$ cat src/rtl/convwait_pkg.sv
package convwait_pkg;

  typedef enum logic [1:0] {
    ST_IDLE = 2'd0,
    ST_HOLD = 2'd1,
    ST_POLL = 2'd2
  } cw_state_e;

  // Worst-case busy time of the sensor for one command, in clock cycles.
  function automatic logic [31:0] hold_ticks(input logic is_copy,
                                             input logic [1:0] res,
                                             input logic [31:0] base,
                                             input logic [31:0] copy);
    return is_copy ? copy : (base << res);
  endfunction

endpackage

$ cat src/rtl/convwait_window.sv
module convwait_window import convwait_pkg::*; #(
  parameter int unsigned BASE_TICKS   = 16,
  parameter int unsigned COPY_TICKS   = 24,
  parameter int unsigned MARGIN_TICKS = 8,
  parameter int unsigned CW           = 8
) (
  input  logic          is_copy,
  input  logic          parasite,
  input  logic [1:0]    res,
  output logic [CW-1:0] limit
);
  logic [31:0] hold_w;

  always_comb begin
    hold_w = hold_ticks(is_copy, res, 32'(BASE_TICKS), 32'(COPY_TICKS));
    if (parasite) limit = CW'(hold_w);
    else          limit = CW'(hold_w + 32'(MARGIN_TICKS));
  end
endmodule

$ cat src/rtl/convwait_timer.sv
module convwait_timer #(
  parameter int unsigned CW = 8
) (
  input  logic          clk,
  input  logic          rst_n,
  input  logic          clr,
  input  logic          en,
  input  logic [CW-1:0] limit,
  output logic          last
);
  logic [CW-1:0] cnt;

  always_ff @(posedge clk or negedge rst_n) begin
    if (!rst_n)     cnt <= '0;
    else if (clr)   cnt <= '0;
    else if (en)    cnt <= cnt + 1'b1;
  end

  assign last = (cnt == limit - 1'b1);
endmodule

$ cat src/rtl/convwait_ctrl.sv
module convwait_ctrl import convwait_pkg::*; #(
  parameter int unsigned BASE_TICKS   = 11718750,
  parameter int unsigned COPY_TICKS   = 1250000,
  parameter int unsigned MARGIN_TICKS = 1250000
) (
  input  logic       clk,
  input  logic       rst_n,
  input  logic       start,
  input  logic       cmd_copy,
  input  logic       parasite,
  input  logic [1:0] res_code,
  input  logic       slot_done,
  input  logic       slot_bit,
  output logic       slot_req,
  output logic       spu_en,
  output logic       busy,
  output logic       timeout
);
  localparam longint unsigned CONV_MAX = longint'(BASE_TICKS) * 8;
  localparam longint unsigned HOLD_MAX = (CONV_MAX > COPY_TICKS) ? CONV_MAX : COPY_TICKS;
  localparam int unsigned     CW       = $clog2(HOLD_MAX + MARGIN_TICKS + 1);

  cw_state_e     state;
  logic          copy_q, par_q, to_q;
  logic [1:0]    res_q;
  logic [CW-1:0] limit;
  logic          win_last;

  // Named events for the checker.
  logic ev_accept, ev_success, ev_expire, ev_hold_end;
  assign ev_accept   = start && (state == ST_IDLE);
  assign ev_success  = (state == ST_POLL) && slot_done && slot_bit;
  assign ev_expire   = (state == ST_POLL) && win_last && !ev_success;
  assign ev_hold_end = (state == ST_HOLD) && win_last;

  convwait_window #(
    .BASE_TICKS(BASE_TICKS), .COPY_TICKS(COPY_TICKS),
    .MARGIN_TICKS(MARGIN_TICKS), .CW(CW)
  ) u_window (
    .is_copy(copy_q), .parasite(par_q), .res(res_q), .limit(limit)
  );

  convwait_timer #(.CW(CW)) u_timer (
    .clk(clk), .rst_n(rst_n), .clr(ev_accept),
    .en(state != ST_IDLE), .limit(limit), .last(win_last)
  );

  always_ff @(posedge clk or negedge rst_n) begin
    if (!rst_n) begin
      state  <= ST_IDLE;
      copy_q <= 1'b0;
      par_q  <= 1'b0;
      res_q  <= 2'b00;
      to_q   <= 1'b0;
    end else begin
      unique case (state)
        ST_IDLE: if (ev_accept) begin
          copy_q <= cmd_copy;
          par_q  <= parasite;
          res_q  <= res_code;
          to_q   <= 1'b0;
          state  <= parasite ? ST_HOLD : ST_POLL;
        end
        ST_HOLD: if (ev_hold_end) state <= ST_IDLE;
        ST_POLL: begin
          if (ev_success) state <= ST_IDLE;
          else if (ev_expire) begin
            state <= ST_IDLE;
            to_q  <= 1'b1;
          end
        end
        default: state <= ST_IDLE;
      endcase
    end
  end

  assign spu_en   = (state == ST_HOLD);
  assign slot_req = (state == ST_POLL);
  assign busy     = (state != ST_IDLE);
  assign timeout  = to_q;
endmodule

$ cat config.mk
export PLATFORM = sky130hd
export DESIGN_NAME = convwait_ctrl
export DESIGN_NICKNAME = d
export VERILOG_FILES = /design/src/rtl/convwait_pkg.sv /design/src/rtl/convwait_window.sv /design/src/rtl/convwait_timer.sv /design/src/rtl/convwait_ctrl.sv
export SDC_FILE = /design/constraint.sdc
export NUM_CORES = 1
export LEC_CHECK = 0
export ABC_AREA = 1
export BUFFER_PORTS_ARGS = -buffer_cell sky130_fd_sc_hd__clkbuf_2
export CAP_MARGIN = 20
export CORE_MARGIN = 2
export CORE_UTILIZATION = 50
export DETAILED_ROUTE_END_ITERATION = 8
export PLACE_DENSITY = 0.67
export REMOVE_ABC_BUFFERS = 1
export SLEW_MARGIN = 20
export SYNTH_ARGS = -nofsm -noshare
export SYNTH_HDL_FRONTEND = slang
export SYNTH_HIERARCHICAL = 1
export SYNTH_SLANG_ARGS = --single-unit
export TNS_END_PERCENT = 100
$ cat constraint.sdc
create_clock -name clk -period 3.85 [get_ports clk]
set_clock_uncertainty 0.15 [all_clocks]
set_input_delay 0.385 -clock clk [delete_from_list [all_inputs] [get_ports clk]]
set_output_delay 0.385 -clock clk [all_outputs]
set_load 0.1 [all_outputs]
Word-level counts from Yosys, hierarchy flattened --
Cells that the tools add are included.
Cells by class: $add $sub $neg 3, eq/ne operators 8, shift-type cells 1, mux-type cells 14, reductions and logical operators 14
Operators by type and width (number):
- $mux 27 | 4
- $add 27x1->27 const B | 1
- $add 27x21->27 const B | 1
- $eq 27x27->1 | 1
- $shl 24x2->27 const A | 1
- $sub 27x1->27 const B | 1
- $mux 2 | 5
- $logic_and 1x1->1 | 6
- $pmux 2 s3 | 1
- $reduce_bool 2->1 | 3
- $ne 2x1->1 const B | 2
- $ne 2x2->1 const B | 2
- $reduce_and 4->1 | 1
- $mux 1 | 3
- $ne 3x1->1 const B | 1
- $reduce_and 3->1 | 1
- $eq 2x1->1 const B | 1
- $eq 2x2->1 const B | 1
- $logic_not 2->1 | 1
- $pmux 1 s2 | 1
- $reduce_and 2->1 | 1
- $logic_not 1->1 | 1
Storage, ports and cells: flip-flop bits (word level) 34, input port bits 9, output and inout port bits 4, logic and storage cells 46

Longest topological paths before layout --
depth after elaboration 11, gate-level depth with buffers 29, gate-level depth less buffers 29

Modules after synthesis --
The synthesis kept the hierarchy.
Modules (own cells, without submodules):
- convwait_timer | instances 1, cells each 418, area an instance 2637.5 um^2, seq. area each 675.6 um^2
- convwait_window | instances 1, cells each 117, area an instance 595.6 um^2, seq. area each 0.0 um^2
- convwait_ctrl | instances 1, cells each 44, area an instance 340.3 um^2, seq. area each 175.2 um^2

Worst setup path before layout --
No wires, ideal clock.
path kind flip-flop to flip-flop, from reg res_q[1], to reg state[1], library setup time 0.074 ns, data arrival time 2.735 ns, required time 3.626 ns, path slack 0.891 ns, cell stages (with the launch flop) 28, path buffers 0, period minus slack after synthesis 2.959 ns, cell sequence dfrtp_1 > inv_1 > ha_1 > inv_1 > nor2_1 > ha_1 > inv_1 > nand3_1 > nand2_1 > nand2_1 > nand2_1 > nand2_1 > inv_1 > nor2_1 > nand2_1 > nor2_1 > nand2_1 > xor2_1 > nand2_1 > nor2_1 > nand2_1 > inv_1 > nand2_1 > nor2_2 > inv_1 > nand3_1 > nand2_1 > o21ai_2
Between the ends: word-level cells in the longest chain between the ends 10, elaborated cells between the ends (all ways) 12, those cells by class 2 x add/sub; 3 x eq/ne; 1 x shift; 2 x mux; 4 x reduce/logical
RTL lines:
- from (decl) | RTL line convwait_ctrl.sv:25 | logic [1:0] res_q;
- from (signal assigned) | RTL line convwait_ctrl.sv:60 | res_q <= res_code;
- $shl 24x2->27 (*) | RTL line convwait_pkg.sv:14 | return is_copy ? copy : (base << res);
- $mux 27 (*) | RTL line convwait_pkg.sv:14
- $add 27x21->27 | RTL line convwait_window.sv:17 | else limit = CW'(hold_w + 32'(MARGIN_TICKS));
- $mux 27 (*) | RTL line convwait_window.sv:16 | if (parasite) limit = CW'(hold_w);
- named net limit[9] | RTL line convwait_ctrl.sv:26 | logic [CW-1:0] limit;
- $sub 27x1->27 (*) | RTL line convwait_timer.sv:19 | assign last = (cnt == limit - 1'b1);
- $eq 27x27->1 (*) | RTL line convwait_timer.sv:19
- named net win_last | RTL line convwait_ctrl.sv:27 | logic win_last;
- $logic_and 1x1->1 (2 in series) | RTL line convwait_ctrl.sv:33 | assign ev_expire = (state == ST_POLL) && win_last && !ev_success;
- $ne 3x1->1 (no source line)
- $reduce_and 3->1 (no source line) (*)
- to (signal assigned) | RTL line convwait_ctrl.sv:62 | state <= parasite ? ST_HOLD : ST_POLL;
- to (decl) | RTL line convwait_ctrl.sv:23 | cw_state_e state;
The timed path passes the listed nets; every way through them passes the cells marked *. A chain may end at the register's enable or synchronous reset.

Worst setup path after layout --
from reg res_q[0], to reg state[1]
Same word-level chain as after synthesis.

==> results list <==
- In this run the critical register-to-register path is launched from res_q[0].
- Counting the fill cells in the layout gives around 700.
- Yosys attributes the largest share of cell area to sky130_fd_sc_hd__dfrtp_1 (24%), sky130_fd_sc_hd__nand2_1 (18%), sky130_fd_sc_hd__inv_1 (9.2%), sky130_fd_sc_hd__nor2_1 (7.5%), sky130_fd_sc_hd__nand3_1 (5.6%).
- Total grt overflow: 0
- The number of global-route vias before repair was between 3000 and 4000.
* First-pass GRT wire length: around 15000 um
- Number of detailed-route iterations in the first pass: 5
- The floorplan has 30 rows.
- Estimated wirelength of the detail-placed design: 7125 um
* Violation count after the first detailed-routing iteration: 190
- IR analysis of the VDD net gives a maximum drop of 482.5 uV.
* Crit path max-delay cell type: sky130_fd_sc_hd__dfrtp_2
* Final setup vio count: 0
* Clock buffer count from CTS: 5
- # port buffers: 12
- The congestion estimate from routability-driven global placement came to about 1.0.
- Total leakage power: 1.992 nW
- Post-Synthesis Cell Area: approximately 0.0036 sq mm
* Arrival time of the worst setup path: approximately 3.5 ns
* Post-route minimum period: roughly 3.5 ns
- Across the run, the number of max-cap violations was 0.
- Yosys top cell area share: a little under a quarter
* Post-synthesis average cell area: ~6 sq um
- Share of final-layout standard cells stronger than drive strength 1: 12.33%
- In this run the worst hold path is classified as in -> async.
- Effective utilization at floorplan: a little over half
- Dividing the detail-routed wire length by the instance count gives 12.95 um.
- Clock root cell: sky130_fd_sc_hd__clkbuf_8
- After detailed routing, the total wire length is slightly below 9000 um.
* Clock Latency Late Sink: roughly 0.3 ns
- The largest single stage delay on the critical path is ~0.46 ns.
- Critical path's top delay family: simple AND/OR/NAND/NOR gates
- The total area inside the core boundary comes to 0.006869 sq mm.
- Transition at the pin with the smallest max-transition slack: a little over 0.9 ns
- The number of antenna violations at the first check in global routing came to 0.
- Synth area leader: sky130_fd_sc_hd__dfrtp_1
- Synthesis produced slightly below 600 cells.
- The routed layout has about 3500 vias.
- Setup slack after layout: approximately 0.38 ns
- Cell Area, Placed: 0.003687 sq mm
* Setup TNS Final: 0 ns
- Max-Slew Margin vs Limit: 39.06%
- Top-count cell post-synth: sky130_fd_sc_hd__nand2_1
- In the synthesized netlist the dominant register cell turns out to be sky130_fd_sc_hd__dfrtp_1.
- Largest fanout on the critical path: 8
* Per-cell via count in the routed design: 5.071
- Post-synthesis async set-or-reset flop share: between 90% and 100%
- Crit Path Class: reg -> reg
* Cts-stage hold buffer count: 0
- The count of nets left with antenna violations once routing finished came out at 0.
* Setup repair after global routing missed its margin: false
* Pin count of the biggest net entering global routing: 35
- STA classifies the critical path endpoint as a flop.
- Timing analysis after detailed placement gives a worst setup slack of between 0.2 and 0.25 ns.
* Clock Sinks: 34
- For the worst setup path, the data required time is 3.92 ns.
- TritonCTS built the clock tree.
- Critical path buffers and inverters: 5
- Total routing usage reported by global routing: between 20% and 30%
- Remaining routing DRC violations: 0
* Antenna Cells: 0
- The critical path goes through inv_2, ha_1, inv_1, nand2_1, inv_1, ha_1, nand2_1, o21ai_0, nor2_1, nand2_1, nor2_4, nand3_1, nor2_1, xor2_1, nand2_1, inv_1, nand2_1, nor2_2, inv_1, nand3_1, nand2_1, o21ai_2.
- The most numerous cell type found on the critical path is sky130_fd_sc_hd__nand2_1.
- The floorplan step defined a die boundary enclosing roughly 0.008 sq mm.
- The net count of the finished layout is 610.
- Growth of design area from synthesis to finish: 7.283%
* Warnings, synthesis: 6
- Overall die width: ~89 um
* I/O pins: 13
* Power density over cell area: 736.2 mW/mm^2
- Finished Cell Area: 0.003834 sq mm
* CTS clock-pin slew for the worst setup and hold paths: roughly 0.070 ns
- Clock Tree Buf Depth: 2
* Die height: a little under 90 um
- Final clock period utilization by the worst path: 90.14%
- Outcome: finished clean
- Counting instances in the post-synthesis netlist gives the leading cell types as sky130_fd_sc_hd__nand2_1 (167), sky130_fd_sc_hd__inv_1 (88), sky130_fd_sc_hd__nor2_1 (71), sky130_fd_sc_hd__nand3_1 (40), sky130_fd_sc_hd__dfrtp_1 (34).
* Max Freq: 288.2 MHz
- Startpoint of the worst setup timing path: res_q[0]
- The final-report max-slew violation count is 0.
- Final hold violations: 0
- Summing the sequential cell areas from Yosys gives 23.81% of the chip area.
- Number of enable flip-flop cells after synthesis: 0
- Flip-flop and latch count after synthesis: 34
- The worst setup path is launched from a flop.
* Library cells used by synthesis: 39
* Final Power: ~0.0028 W
- The H-tree was split into 2 levels.
path summary, 6_finish.rpt:
kind | endpoint | slack (ns) | cells after the start
worst max-delay path | state[1] | 0.38 | 22
worst min-delay path | copy_q | 0.05 | 1
worst max register to register | state[1] | 0.38 | 22
worst min register to register | timeout | 0.34 | 2
max in group asynchronous | res_q[0] | 2.88 | 1
min in group clk | res_q[0] | 0.14 | 3
flip-flops by register name (all words and copies together) (netlist names):
register,cells
par_q,1
u_timer/cnt,27
copy_q,1
state,2
res_q,2
timeout,1
placed cells by master, fill, tap and decap left out, types with 11 or more instances in the layout:
master	count
sky130_fd_sc_hd__a21oi_1	17
sky130_fd_sc_hd__clkbuf_2	12
sky130_fd_sc_hd__dfrtp_1	33
sky130_fd_sc_hd__inv_1	88
sky130_fd_sc_hd__nand2_1	167
sky130_fd_sc_hd__nand3_1	40
sky130_fd_sc_hd__nand4_1	13
sky130_fd_sc_hd__nor2_1	70
sky130_fd_sc_hd__nor2_2	14
sky130_fd_sc_hd__nor2_4	12
sky130_fd_sc_hd__o21ai_0	23
sky130_fd_sc_hd__o21ai_1	11
sky130_fd_sc_hd__xor2_1	15
where the power goes:
| part | total, W | internal [W] | switching (W) |
|---|---|---|---|
| Combinational | 0.00199 | 0.000593 | 0.00140 |
| Clock | 0.000345 | 0.000207 | 0.000138 |
| Sequential | 0.000483 | 0.000401 | 0.0000826 |
| Total | 0.00282 | 0.00120 | 0.00162 |
cell type report:
class / count / area (sq um) / share of cell area (%)
Timing Repair Buffer: 17 / 97.59 / 2.546
Clock inverter: 1 / 30.03 / 0.7833
Inverter: 94 / 356.6 / 9.302
Multi-Input combinational cell: 440 / 2295 / 59.86
Tap cell: 96 / 120.1 / 3.133
Clock buffer: 6 / 82.58 / 2.154
Sequential cell: 34 / 852.1 / 22.23
cells by family (layout without fill, tap and decap cells):
group / Yosys count / after routing / share of synthesized area [%]
compound gates: 58 / 58 / 8.579
xor+xnor: 26 / 26 / 6.758
fa+ha+maj: 9 / 9 / 3.151
buf+inv: 106 / 118 / 12.15
flops: 34 / 34 / 23.81
other cells: 1 / 2 / 0.1049
simple gates: 345 / 345 / 45.45
through the flow:
step | std cells | util (%) | hold slack (ns)
after floorplan | 568 | - | -0.06059
after global placement | 677 | 53.68 | 0.3169
after detailed placement | 677 | 53.68 | 0.3210
after CTS | 684 | 55.32 | 0.09625
after global routing | 688 | 55.81 | 0.1353
final | 688 | 55.81 | 0.05294
worst reg2reg max path: stages, from the launching register on:
cell                      delay, ns
sky130_fd_sc_hd__dfrtp_2       0.46
sky130_fd_sc_hd__inv_2         0.18
sky130_fd_sc_hd__ha_1          0.21
sky130_fd_sc_hd__inv_1         0.06
sky130_fd_sc_hd__nand2_1       0.10
sky130_fd_sc_hd__inv_1         0.06
sky130_fd_sc_hd__ha_1          0.27
sky130_fd_sc_hd__nand2_1       0.06
sky130_fd_sc_hd__o21ai_0       0.20
sky130_fd_sc_hd__nor2_1        0.21
sky130_fd_sc_hd__nand2_1       0.13
sky130_fd_sc_hd__nor2_4        0.15
sky130_fd_sc_hd__nand3_1       0.16
sky130_fd_sc_hd__nor2_1        0.16
sky130_fd_sc_hd__xor2_1        0.17
sky130_fd_sc_hd__nand2_1       0.08
sky130_fd_sc_hd__inv_1         0.07
sky130_fd_sc_hd__nand2_1       0.06
sky130_fd_sc_hd__nor2_2        0.13
sky130_fd_sc_hd__inv_1         0.06
sky130_fd_sc_hd__nand3_1       0.10
sky130_fd_sc_hd__nand2_1       0.07
sky130_fd_sc_hd__o21ai_2       0.10
repair_timing:
action,4_1_cts,5_1_grt
buffers inserted,0,4
resized for setup,0,2
endpoints found under the setup margin,0,2
metal layers:
metal	part of all wire [%]	GRT usage, %
met1	48	34.27
met2	45	40.19
met3	4.9	5.504
met4	1.5	6.749
met5	0	0
Power figures use the tool's default switching activity.
